`config.mk`:
```
export PLATFORM = sky130hd
export DESIGN_NAME = coh_home_dir
export DESIGN_NICKNAME = d
export VERILOG_FILES = /design/src/rtl/coh_dir_pkg.sv /design/src/rtl/coh_dir_table.sv /design/src/rtl/coh_dir_mem.sv /design/src/rtl/coh_dir_probe_pick.sv /design/src/rtl/coh_home_dir.sv
export SDC_FILE = /design/constraint.sdc
export NUM_CORES = 1
export LEC_CHECK = 0
export ABC_AREA = 1
export ABC_CLOCK_PERIOD_IN_PS = 3400
export BUFFER_PORTS_ARGS = -buffer_cell sky130_fd_sc_hd__buf_4
export CAP_MARGIN = 10
export CELL_PAD_IN_SITES_DETAIL_PLACEMENT = 1
export CELL_PAD_IN_SITES_GLOBAL_PLACEMENT = 1
export CORE_AREA = 2 2 121 135
export CTS_CLUSTER_SIZE = 16
export DETAILED_ROUTE_END_ITERATION = 7
export DIE_AREA = 0 0 123 137
export PLACE_DENSITY = 0.74
export SYNTH_ARGS = -nofsm -noshare
export SYNTH_HDL_FRONTEND = slang
export SYNTH_SLANG_ARGS = --single-unit
export TNS_END_PERCENT = 30
```
`constraint.sdc`:
```
create_clock -name clk -period 3.4 [get_ports clk]
set_clock_uncertainty 0.1 [all_clocks]
set_input_delay 0.17 -clock clk [delete_from_list [all_inputs] [get_ports clk]]
set_output_delay 0.17 -clock clk [all_outputs]
set_load 0.05 [all_outputs]
```
`src/rtl/coh_dir_pkg.sv`:
```
package coh_dir_pkg;

  typedef enum logic [1:0] {
    DIR_UNC = 2'd0,
    DIR_SHR = 2'd1,
    DIR_EXC = 2'd2
  } dir_state_e;

  typedef enum logic [1:0] {
    PRB_INV       = 2'd0,
    PRB_FETCH     = 2'd1,
    PRB_FETCH_INV = 2'd2
  } prb_kind_e;

  typedef enum logic [1:0] {
    C_IDLE  = 2'd0,
    C_PROBE = 2'd1,
    C_WAIT  = 2'd2,
    C_REPLY = 2'd3
  } ctl_state_e;

  // index of the lowest set bit among the first n bits, 0 when none
  function automatic int unsigned first_set(input logic [63:0] v, input int unsigned n);
    int unsigned r;
    r = 0;
    for (int i = 63; i >= 0; i--) begin
      if (i < int'(n) && v[i]) r = i;
    end
    return r;
  endfunction

endpackage

```
`src/rtl/coh_dir_table.sv`:
```
module coh_dir_table
  import coh_dir_pkg::*;
#(
  parameter int NPROC = 4,
  parameter int NBLK  = 4,
  localparam int AW   = $clog2(NBLK)
) (
  input  logic             clk,
  input  logic             rst_n,
  input  logic [AW-1:0]    rd_idx,
  output dir_state_e       rd_state,
  output logic [NPROC-1:0] rd_shr,
  input  logic             wr_en,
  input  logic [AW-1:0]    wr_idx,
  input  dir_state_e       wr_state,
  input  logic [NPROC-1:0] wr_shr
);

  dir_state_e       st_q  [NBLK];
  logic [NPROC-1:0] shr_q [NBLK];

  for (genvar e = 0; e < NBLK; e++) begin : g_entry
    always_ff @(posedge clk) begin
      if (!rst_n) begin
        st_q[e]  <= DIR_UNC;
        shr_q[e] <= '0;
      end else if (wr_en && wr_idx == AW'(e)) begin
        st_q[e]  <= wr_state;
        shr_q[e] <= wr_shr;
      end
    end
  end

  assign rd_state = st_q[rd_idx];
  assign rd_shr   = shr_q[rd_idx];

endmodule

```
`src/rtl/coh_dir_mem.sv`:
```
module coh_dir_mem #(
  parameter int NBLK = 4,
  parameter int DW   = 16,
  localparam int AW  = $clog2(NBLK)
) (
  input  logic          clk,
  input  logic          rst_n,
  input  logic [AW-1:0] rd_idx,
  output logic [DW-1:0] rd_data,
  input  logic          wr_en,
  input  logic [AW-1:0] wr_idx,
  input  logic [DW-1:0] wr_data
);

  logic [DW-1:0] word_q [NBLK];

  for (genvar w = 0; w < NBLK; w++) begin : g_word
    always_ff @(posedge clk) begin
      if (!rst_n)                               word_q[w] <= '0;
      else if (wr_en && wr_idx == AW'(w))       word_q[w] <= wr_data;
    end
  end

  assign rd_data = word_q[rd_idx];

endmodule

```
`src/rtl/coh_dir_probe_pick.sv`:
```
module coh_dir_probe_pick
  import coh_dir_pkg::*;
#(
  parameter int NPROC = 4,
  localparam int PW   = $clog2(NPROC)
) (
  input  logic [NPROC-1:0] mask,
  output logic             any,
  output logic [PW-1:0]    idx,
  output logic [NPROC-1:0] rest
);

  always_comb begin
    any  = |mask;
    idx  = PW'(first_set(64'(mask), NPROC));
    rest = mask & ~(NPROC'(1) << idx);
  end

endmodule

```
`src/rtl/coh_home_dir.sv`:
```
module coh_home_dir
  import coh_dir_pkg::*;
#(
  parameter int NPROC = 4,
  parameter int NBLK  = 4,
  parameter int DW    = 16,
  localparam int PW   = $clog2(NPROC),
  localparam int AW   = $clog2(NBLK)
) (
  input  logic          clk,
  input  logic          rst_n,
  input  logic          req_valid,
  output logic          req_ready,
  input  logic          req_wr,
  input  logic [PW-1:0] req_src,
  input  logic [AW-1:0] req_addr,
  input  logic          wb_valid,
  output logic          wb_ready,
  input  logic [PW-1:0] wb_src,
  input  logic [AW-1:0] wb_addr,
  input  logic [DW-1:0] wb_data,
  output logic          prb_valid,
  input  logic          prb_ready,
  output logic [1:0]    prb_kind,
  output logic [PW-1:0] prb_dest,
  output logic [AW-1:0] prb_addr,
  output logic          rsp_valid,
  input  logic          rsp_ready,
  output logic [PW-1:0] rsp_dest,
  output logic [DW-1:0] rsp_data
);

  ctl_state_e       fsm_q;
  logic [AW-1:0]    cur_idx_q;
  logic [PW-1:0]    cur_src_q;
  logic             cur_wr_q;
  logic [PW-1:0]    owner_q;
  logic [NPROC-1:0] pend_q;
  logic             recall_q;
  prb_kind_e        kind_q;
  logic [DW-1:0]    rsp_data_q;

  // directory and memory ports
  logic [AW-1:0]    lk_idx;
  dir_state_e       lk_state;
  logic [NPROC-1:0] lk_shr;
  logic             tbl_we;
  logic [AW-1:0]    tbl_widx;
  dir_state_e       tbl_wstate;
  logic [NPROC-1:0] tbl_wshr;
  logic [DW-1:0]    mem_rdata;
  logic             mem_we;
  logic [AW-1:0]    mem_widx;

  // named events
  logic             req_fire, wb_fire, prb_fire, rsp_fire;
  logic             evt_recall_done, evt_evict, need_recall;
  logic [NPROC-1:0] src_bit, wbsrc_bit, cur_bit, own_bit, inv_mask;
  logic             pick_any;
  logic [PW-1:0]    pick_idx;
  logic [NPROC-1:0] pick_rest;

  coh_dir_table #(.NPROC(NPROC), .NBLK(NBLK)) u_table (
    .clk(clk), .rst_n(rst_n),
    .rd_idx(lk_idx), .rd_state(lk_state), .rd_shr(lk_shr),
    .wr_en(tbl_we), .wr_idx(tbl_widx), .wr_state(tbl_wstate), .wr_shr(tbl_wshr)
  );

  coh_dir_mem #(.NBLK(NBLK), .DW(DW)) u_mem (
    .clk(clk), .rst_n(rst_n),
    .rd_idx(lk_idx), .rd_data(mem_rdata),
    .wr_en(mem_we), .wr_idx(mem_widx), .wr_data(wb_data)
  );

  coh_dir_probe_pick #(.NPROC(NPROC)) u_pick (
    .mask(pend_q), .any(pick_any), .idx(pick_idx), .rest(pick_rest)
  );

  // handshakes and lookup index
  always_comb begin
    wb_ready  = (fsm_q == C_IDLE) || (fsm_q == C_WAIT);
    req_ready = (fsm_q == C_IDLE) && !wb_valid;
    req_fire  = req_valid && req_ready;
    wb_fire   = wb_valid && wb_ready;
    prb_fire  = prb_valid && prb_ready;
    rsp_fire  = rsp_valid && rsp_ready;

    lk_idx = cur_idx_q;
    if (fsm_q == C_IDLE)               lk_idx = wb_valid ? wb_addr : req_addr;
    else if (fsm_q == C_WAIT && wb_valid) lk_idx = wb_addr;

    src_bit   = NPROC'(1) << req_src;
    wbsrc_bit = NPROC'(1) << wb_src;
    cur_bit   = NPROC'(1) << cur_src_q;
    own_bit   = NPROC'(1) << owner_q;

    need_recall = (lk_state == DIR_EXC) && ((lk_shr & src_bit) == '0);
    inv_mask    = (lk_state == DIR_SHR) ? (lk_shr & ~src_bit) : '0;

    evt_recall_done = wb_fire && (fsm_q == C_WAIT) &&
                      (wb_addr == cur_idx_q) && (wb_src == owner_q);
    evt_evict       = wb_fire && !evt_recall_done &&
                      (lk_state == DIR_EXC) && ((lk_shr & wbsrc_bit) != '0);
  end

  // directory and memory updates
  always_comb begin
    tbl_we     = 1'b0;
    tbl_widx   = lk_idx;
    tbl_wstate = DIR_UNC;
    tbl_wshr   = '0;
    mem_we     = 1'b0;
    mem_widx   = lk_idx;
    if (evt_recall_done) begin
      tbl_we     = 1'b1;
      tbl_widx   = cur_idx_q;
      tbl_wstate = cur_wr_q ? DIR_EXC : DIR_SHR;
      tbl_wshr   = cur_wr_q ? cur_bit : (cur_bit | own_bit);
      mem_we     = 1'b1;
      mem_widx   = cur_idx_q;
    end else if (evt_evict) begin
      tbl_we     = 1'b1;
      tbl_widx   = wb_addr;
      mem_we     = 1'b1;
      mem_widx   = wb_addr;
    end else if (req_fire && !need_recall) begin
      tbl_we     = 1'b1;
      tbl_widx   = req_addr;
      tbl_wstate = req_wr ? DIR_EXC : DIR_SHR;
      if (req_wr || lk_state == DIR_EXC) tbl_wshr = src_bit;
      else                               tbl_wshr = lk_shr | src_bit;
    end
  end

  // control sequence
  always_ff @(posedge clk) begin
    if (!rst_n) begin
      fsm_q      <= C_IDLE;
      cur_idx_q  <= '0;
      cur_src_q  <= '0;
      cur_wr_q   <= 1'b0;
      owner_q    <= '0;
      pend_q     <= '0;
      recall_q   <= 1'b0;
      kind_q     <= PRB_INV;
      rsp_data_q <= '0;
    end else begin
      case (fsm_q)
        C_IDLE: if (req_fire) begin
          cur_idx_q <= req_addr;
          cur_src_q <= req_src;
          cur_wr_q  <= req_wr;
          owner_q   <= PW'(first_set(64'(lk_shr), NPROC));
          if (need_recall) begin
            pend_q   <= lk_shr;
            kind_q   <= req_wr ? PRB_FETCH_INV : PRB_FETCH;
            recall_q <= 1'b1;
            fsm_q    <= C_PROBE;
          end else begin
            rsp_data_q <= mem_rdata;
            recall_q   <= 1'b0;
            kind_q     <= PRB_INV;
            if (req_wr && inv_mask != '0) begin
              pend_q <= inv_mask;
              fsm_q  <= C_PROBE;
            end else begin
              fsm_q  <= C_REPLY;
            end
          end
        end
        C_PROBE: if (prb_fire) begin
          pend_q <= pick_rest;
          if (pick_rest == '0) fsm_q <= recall_q ? C_WAIT : C_REPLY;
        end
        C_WAIT: if (evt_recall_done) begin
          rsp_data_q <= wb_data;
          fsm_q      <= C_REPLY;
        end
        default: if (rsp_fire) fsm_q <= C_IDLE;
      endcase
    end
  end

  assign prb_valid = (fsm_q == C_PROBE) && pick_any;
  assign prb_kind  = kind_q;
  assign prb_dest  = pick_idx;
  assign prb_addr  = cur_idx_q;
  assign rsp_valid = (fsm_q == C_REPLY);
  assign rsp_dest  = cur_src_q;
  assign rsp_data  = rsp_data_q;

endmodule

```
* Word level (Yosys, flattened, before mapping) *
Memory sizes are Yosys's and may differ from the RTL's.
Index checks and enable logic that the tools add are counted.

word-level totals
  register bits = 32
  memory bits (writable) = 88
  bits of input ports = 31
  memories kept = 3

operators by class
  equal/unequal tests = 19
  shift operators = 5
  multiplexer cells = 89
  bitwise gates (word level) = 20
  reductions and logical operators = 44

memory list
  name           words  bits a word  read ports  clocked after Yosys merged registers in  wr ports  RTL line             RTL
  u_mem.word_q   4      16           1           0                                        4         coh_dir_mem.sv:15    logic [DW-1:0] word_q [NBLK];
  u_table.shr_q  4      4            1           0                                        4         coh_dir_table.sv:20  logic [NPROC-1:0] shr_q [NBLK];
  u_table.st_q   4      2            1           0                                        4         coh_dir_table.sv:19  dir_state_e st_q [NBLK];

operator list
  kind                                                               count
  16-bit two-way mux                                                 7
  2-bit two-way mux                                                  33
  4-bit two-way mux                                                  14
  1-bit two-way mux                                                  32
  16-bit one-hot mux with 2 select lines                             1
  1-bit logical AND                                                  24
  1-bit by 2-bit << shifter with 4-bit output, first input constant  5
  4-bit bitwise AND                                                  4
  2-bit == test, second input constant                               7
  1-bit OR                                                           12
  4-bit nonzero test                                                 3
  2-bit inequality test, second input constant                       5
  2-bit by 1-bit == test with 1-bit output, second input constant    4
  4-bit zero test                                                    2
  4-bit NOT                                                          2
  4-bit OR                                                           2
  4-bit one-hot mux with 2 select lines                              1
  4-bit AND reduction                                                2
  2-bit zero test                                                    3
  2-bit one-hot mux with 3 select lines                              1
  5-bit AND reduction                                                1
  2-bit == test                                                      2
  2-bit nonzero test                                                 2
  4-bit OR reduction                                                 1
  other kinds (4)                                                    7

* Longest topological paths before layout *
An unclocked memory read counts as a cell.

  word-level depth = 19
  depth in mapped cells = 22
  mapped depth without buffers = 20

* Cells and area by module *
Synthesis repeated with hierarchy kept, for this count alone.

second synthesis, totals
  cell total of the unflattened synthesis = 823
  area total of the unflattened synthesis = 6686.4 sq um

by module, submodules not included
  module              instances  cells an instance  area an instance (sq um)
  coh_dir_mem         1          353                3154.3
  coh_home_dir        1          315                2218.4
  coh_dir_table       1          141                1244.9
  coh_dir_probe_pick  1          14                 68.8

* Worst setup path after synthesis *
Ideal clock, no wire load.

  path type = register to register
  from = reg fsm_q[0]
  to = mem u_mem.word_q[2][0] (enable)
  setup time = 411 ps
  arrival time = 3207 ps
  setup slack = -318 ps
  cell stages (with the launch flop) = 18
  clock period less this slack = 3718 ps
  cells stage by stage = dfxtp_1 > inv_1 > ha_1 > buf_2 > nand2_2 > nand2_2 > nand3_4 > nand2_4 > buf_6 > nand2_1 > nand3_1 > nand2_1 > nand2_2 > nor4_2 > nand3_2 > nand2_4 > nand2_1 > o21ai_0

RTL lines
  what                    RTL line             RTL
  from (decl)             coh_home_dir.sv:33   ctl_state_e fsm_q;
  from (signal assigned)  coh_home_dir.sv:173  if (pick_rest == '0) fsm_q <= recall_q ? C_WAIT : C_REPLY;
  to (decl)               coh_dir_mem.sv:15

==> flow_summary.json <==
{
  "io-pin-count": 59,
  "dieArea_um2": 16900,
  "hpwl_um": 13200,
  "clk_latency_ps": 420,
  "crit_type": "flop to flop",
  "netSwitchingFraction": 0.439,
  "ant_nets": 0,
  "dieWidth_um": 123,
  "hp-class": "input port to flop",
  "cts_max_level": 4,
  "worstSetupStartpointType": "flop",
  "path_buf_inv": 5,
  "p_comb_frac": 0.479,
  "worstPathRequired_ps": 3420,
  "whs_ps": 19.9,
  "worstSetupEndpointType": "flop",
  "gp_congestion": 0.958,
  "fmaxAchievable_mhz": 320,
  "p_switching_mw": 3.18,
  "ys_warn_count": 0,
  "clk_path_buf_depth": 2,
  "path_cells": "inv_1 > ha_1 > inv_2 > nand3_1 > nand2_2 > inv_4 > nand3_2 > nand2_2 > inv_2 > nand2_1 > o211ai_2 > nand3_2 > nand2_4 > nand2_1 > o21ai_2 > buf_4",
  "outcome": "complete, no violations",
  "p_leak_nw": 3.08,
  "layout_common_cells": "156 x nor2_1, 126 x nand2_1, 88 x edfxtp_1",
  "hold_violations": 0,
  "vdd_drop_max_mv": 0.469,
  "cts_root_buf": "clkbuf_16",
  "crit_family": "simple AND/OR/NAND/NOR gates",
  "tightest_slew_ps": 922,
  "reg2reg_slack_ps": 270,
  "grt_pass1_vias": 5630,
  "drt-wirelength-per-cell_um": 18.9,
  "syn_to_final_growth_pct": 21.3,
  "fin_crit_sh": 0.919,
  "portBuffers": 58,
  "max_slew_margin": 0.385,
  "synth_seq_cells": 120,
  "finalWirelength_um": 18900,
  "vias_per_cell": 5.28,
  "syn_inst": 718,
  "final_common_cell": "nor2_1",
  "p_clk_frac": 0.260,
  "numCtsBuffers": 17,
  "r2r_start": "fsm_q[0]",
  "maxCapViolations": 0,
  "slowest_stage": "dfxtp_1",
  "r2r_end": "u_mem.word_q[3][14]",
  "gr-usage-all-layers": 0.233,
  "antenna_found_initial": 0,
  "coreArea_um2": 15500,
  "path_clk_slew_ps": 60,
  "worstSetupStartpoint": "fsm_q[0]",
  "drtPass1Iterations": 5,
  "syn_nets": 753,
  "diodes": 0,
  "avgSynthCellArea_um2": 8.73,
  "num_rows": 48,
  "hp-start": "wb_data[13]",
  "drive_above_1_share": 0.201,
  "cts_num_sinks": 120,
  "start_util": 0.405,
  "final_max_slew_viol_count": 0,
  "p_per_area_nw_per_um2": 951,
  "synth.cell_area_um2": 6270,
  "drt-initial-drc-count": 262,
  "grt_max_degree": 38,
  "sequentialPowerShare": 0.261,
  "place_ws_ps": 235,
  "die_height_um": 137,
  "worstHoldPathCells": 3,
  "intPower_mw": 4.06,
  "critical_path.max_fanout": 12,
  "max_stage_delay_ps": 390,
  "cts_tree": "yes",
  "yosys.cell_types.count": 38,
  "drc": 0,
  "fillers": 1812,
  "rsz0062_at_grt": "false",
  "finish.utilization": 0.491,
  "holdPathEnd": "u_mem.word_q[2][13]",
  "yosysSeqAreaShare": 0.524,
  "grt_pass1_wl_um": 29300,
  "finalSetupViolCount": 0,
  "cp.arrival_ps": 3150,
  "nets": 822,
  "worst_slack_ps": 275,
  "reg2regPathDepth": 16,
  "fin_crit_ps": 3130,
  "num_vias": 5281,
  "overflow": 0
}
[how the worst max path moves through the flow]
stage	endpoint	depth (start not counted)
floorplan	u_mem.word_q[2][0]	17
global placement	u_mem.word_q[2][7]	16
detailed placement	u_mem.word_q[3][2]	16
CTS	u_table.shr_q[2][3]	10
global route	u_table.shr_q[1][1]	14
finish	u_mem.word_q[3][14]	16
[cell families after synthesis]
kind of cell,synth area share
compound gates,0.107
simple gates,0.291
buf+inv,0.0692
flops,0.524
xor+xnor,0.00140
fa+ha+maj,0.00798
[power groups by stage]
stage | sequential [mW] | combinational, mW | clock [mW]
floorplan | 2.18 | 2.18 | 0
global placement | 1.91 | 3.29 | 0
detailed placement | 1.91 | 3.36 | 0
CTS | 1.89 | 3.40 | 1.91
global route | 1.91 | 3.83 | 1.96
finish | 1.89 | 3.47 | 1.89
[through the flow]
stage | cells | TNS, ps | power (mW) | cell area, um2
5_1_grt | 1000 | 0 | 7.70 | 7610
2_1_floorplan | 718 | -10180 | 4.37 | 6270
3_5_place_dp | 957 | 0 | 5.27 | 6870
4_1_cts | 995 | 0 | 7.19 | 7540
3_3_place_gp | 957 | 0 | 5.20 | 6870
6_report | 1000 | 0 | 7.24 | 7610
[timing repair]
item / 4_1_cts / 5_1_grt
setup buffers: 0 / 4
endpoints found under the hold margin: 6 / 0
hold buffers: 6 / 0
resized for setup: 0 / 8
setup endpoints to repair: 0 / 71
[cell usage after synthesis]
cell / n / area [um2]
a211oi_1: 1 / 7.51
a21o_1: 1 / 7.51
a21oi_1: 35 / 175
a22oi_1: 1 / 7.51
a32oi_1: 2 / 17.5
and2_1: 1 / 6.26
buf_2: 8 / 40.0
buf_4: 7 / 52.6
buf_6: 6 / 67.6
clkbuf_1: 11 / 41.3
clkinv_1: 1 / 3.75
dfxtp_1: 32 / 641
edfxtp_1: 88 / 2640
ha_1: 4 / 50.1
inv_1: 54 / 203
inv_2: 7 / 26.3
nand2_1: 126 / 473
nand2_2: 10 / 62.6
nand2_4: 3 / 33.8
nand3_1: 32 / 160
nand3_2: 18 / 180
nand3_4: 7 / 123
nand3b_1: 2 / 15.0
nand4_1: 4 / 25.0
nor2_1: 157 / 589
nor2_2: 3 / 18.8
nor2_4: 1 / 11.3
nor3_1: 3 / 15.0
nor4_2: 1 / 12.5
o211ai_1: 2 / 15.0
o211ai_2: 1 / 12.5
o21ai_0: 52 / 260
o21bai_1: 1 / 7.51
o22ai_1: 3 / 18.8
o32ai_1: 16 / 140
or2_1: 14 / 87.6
or2_2: 2 / 12.5
xor2_1: 1 / 8.76
[layout make-up]
cell class / instances / area [um2] / share of cell area
tap: 200 / 250 / 0.0329
multi-input combinational: 504 / 2570 / 0.338
clock inverter: 12 / 174 / 0.0229
inverter: 62 / 235 / 0.0309
timing repair buffer: 82 / 659 / 0.0866
clock buffer: 20 / 437 / 0.0574
sequential: 120 / 3280 / 0.431
[worst reg2reg max path, delay by kind of cell, from the launching register on]
kind / cells / cell delay [ps]
simple gates: 8 / 1120
fa+ha+maj: 1 / 290
flops: 1 / 390
buf+inv: 5 / 680
compound gates: 2 / 280
[flip-flops by register name, indices dropped and copies added (netlist names)]
name	count
owner_q	2
u_table.shr_q	16
cur_wr_q	1
rsp_dest	2
recall_q	1
fsm_q	2
u_mem.word_q	64
prb_addr	2
u_table.st_q	8
rsp_data	16
prb_kind	2
pend_q	4
[routing by layer]
metal  global-route usage  vias up  wire length, um  share of wire
met4                0.110        0              566          0.030
met5                    0        -                0              0
met3               0.0413       36              666          0.035
li1                     -     2541                -              -
met2                0.415      116             9940           0.53
met1                0.271     2588             7710           0.41
No activity file was read; power rests on OpenSTA's default activity.
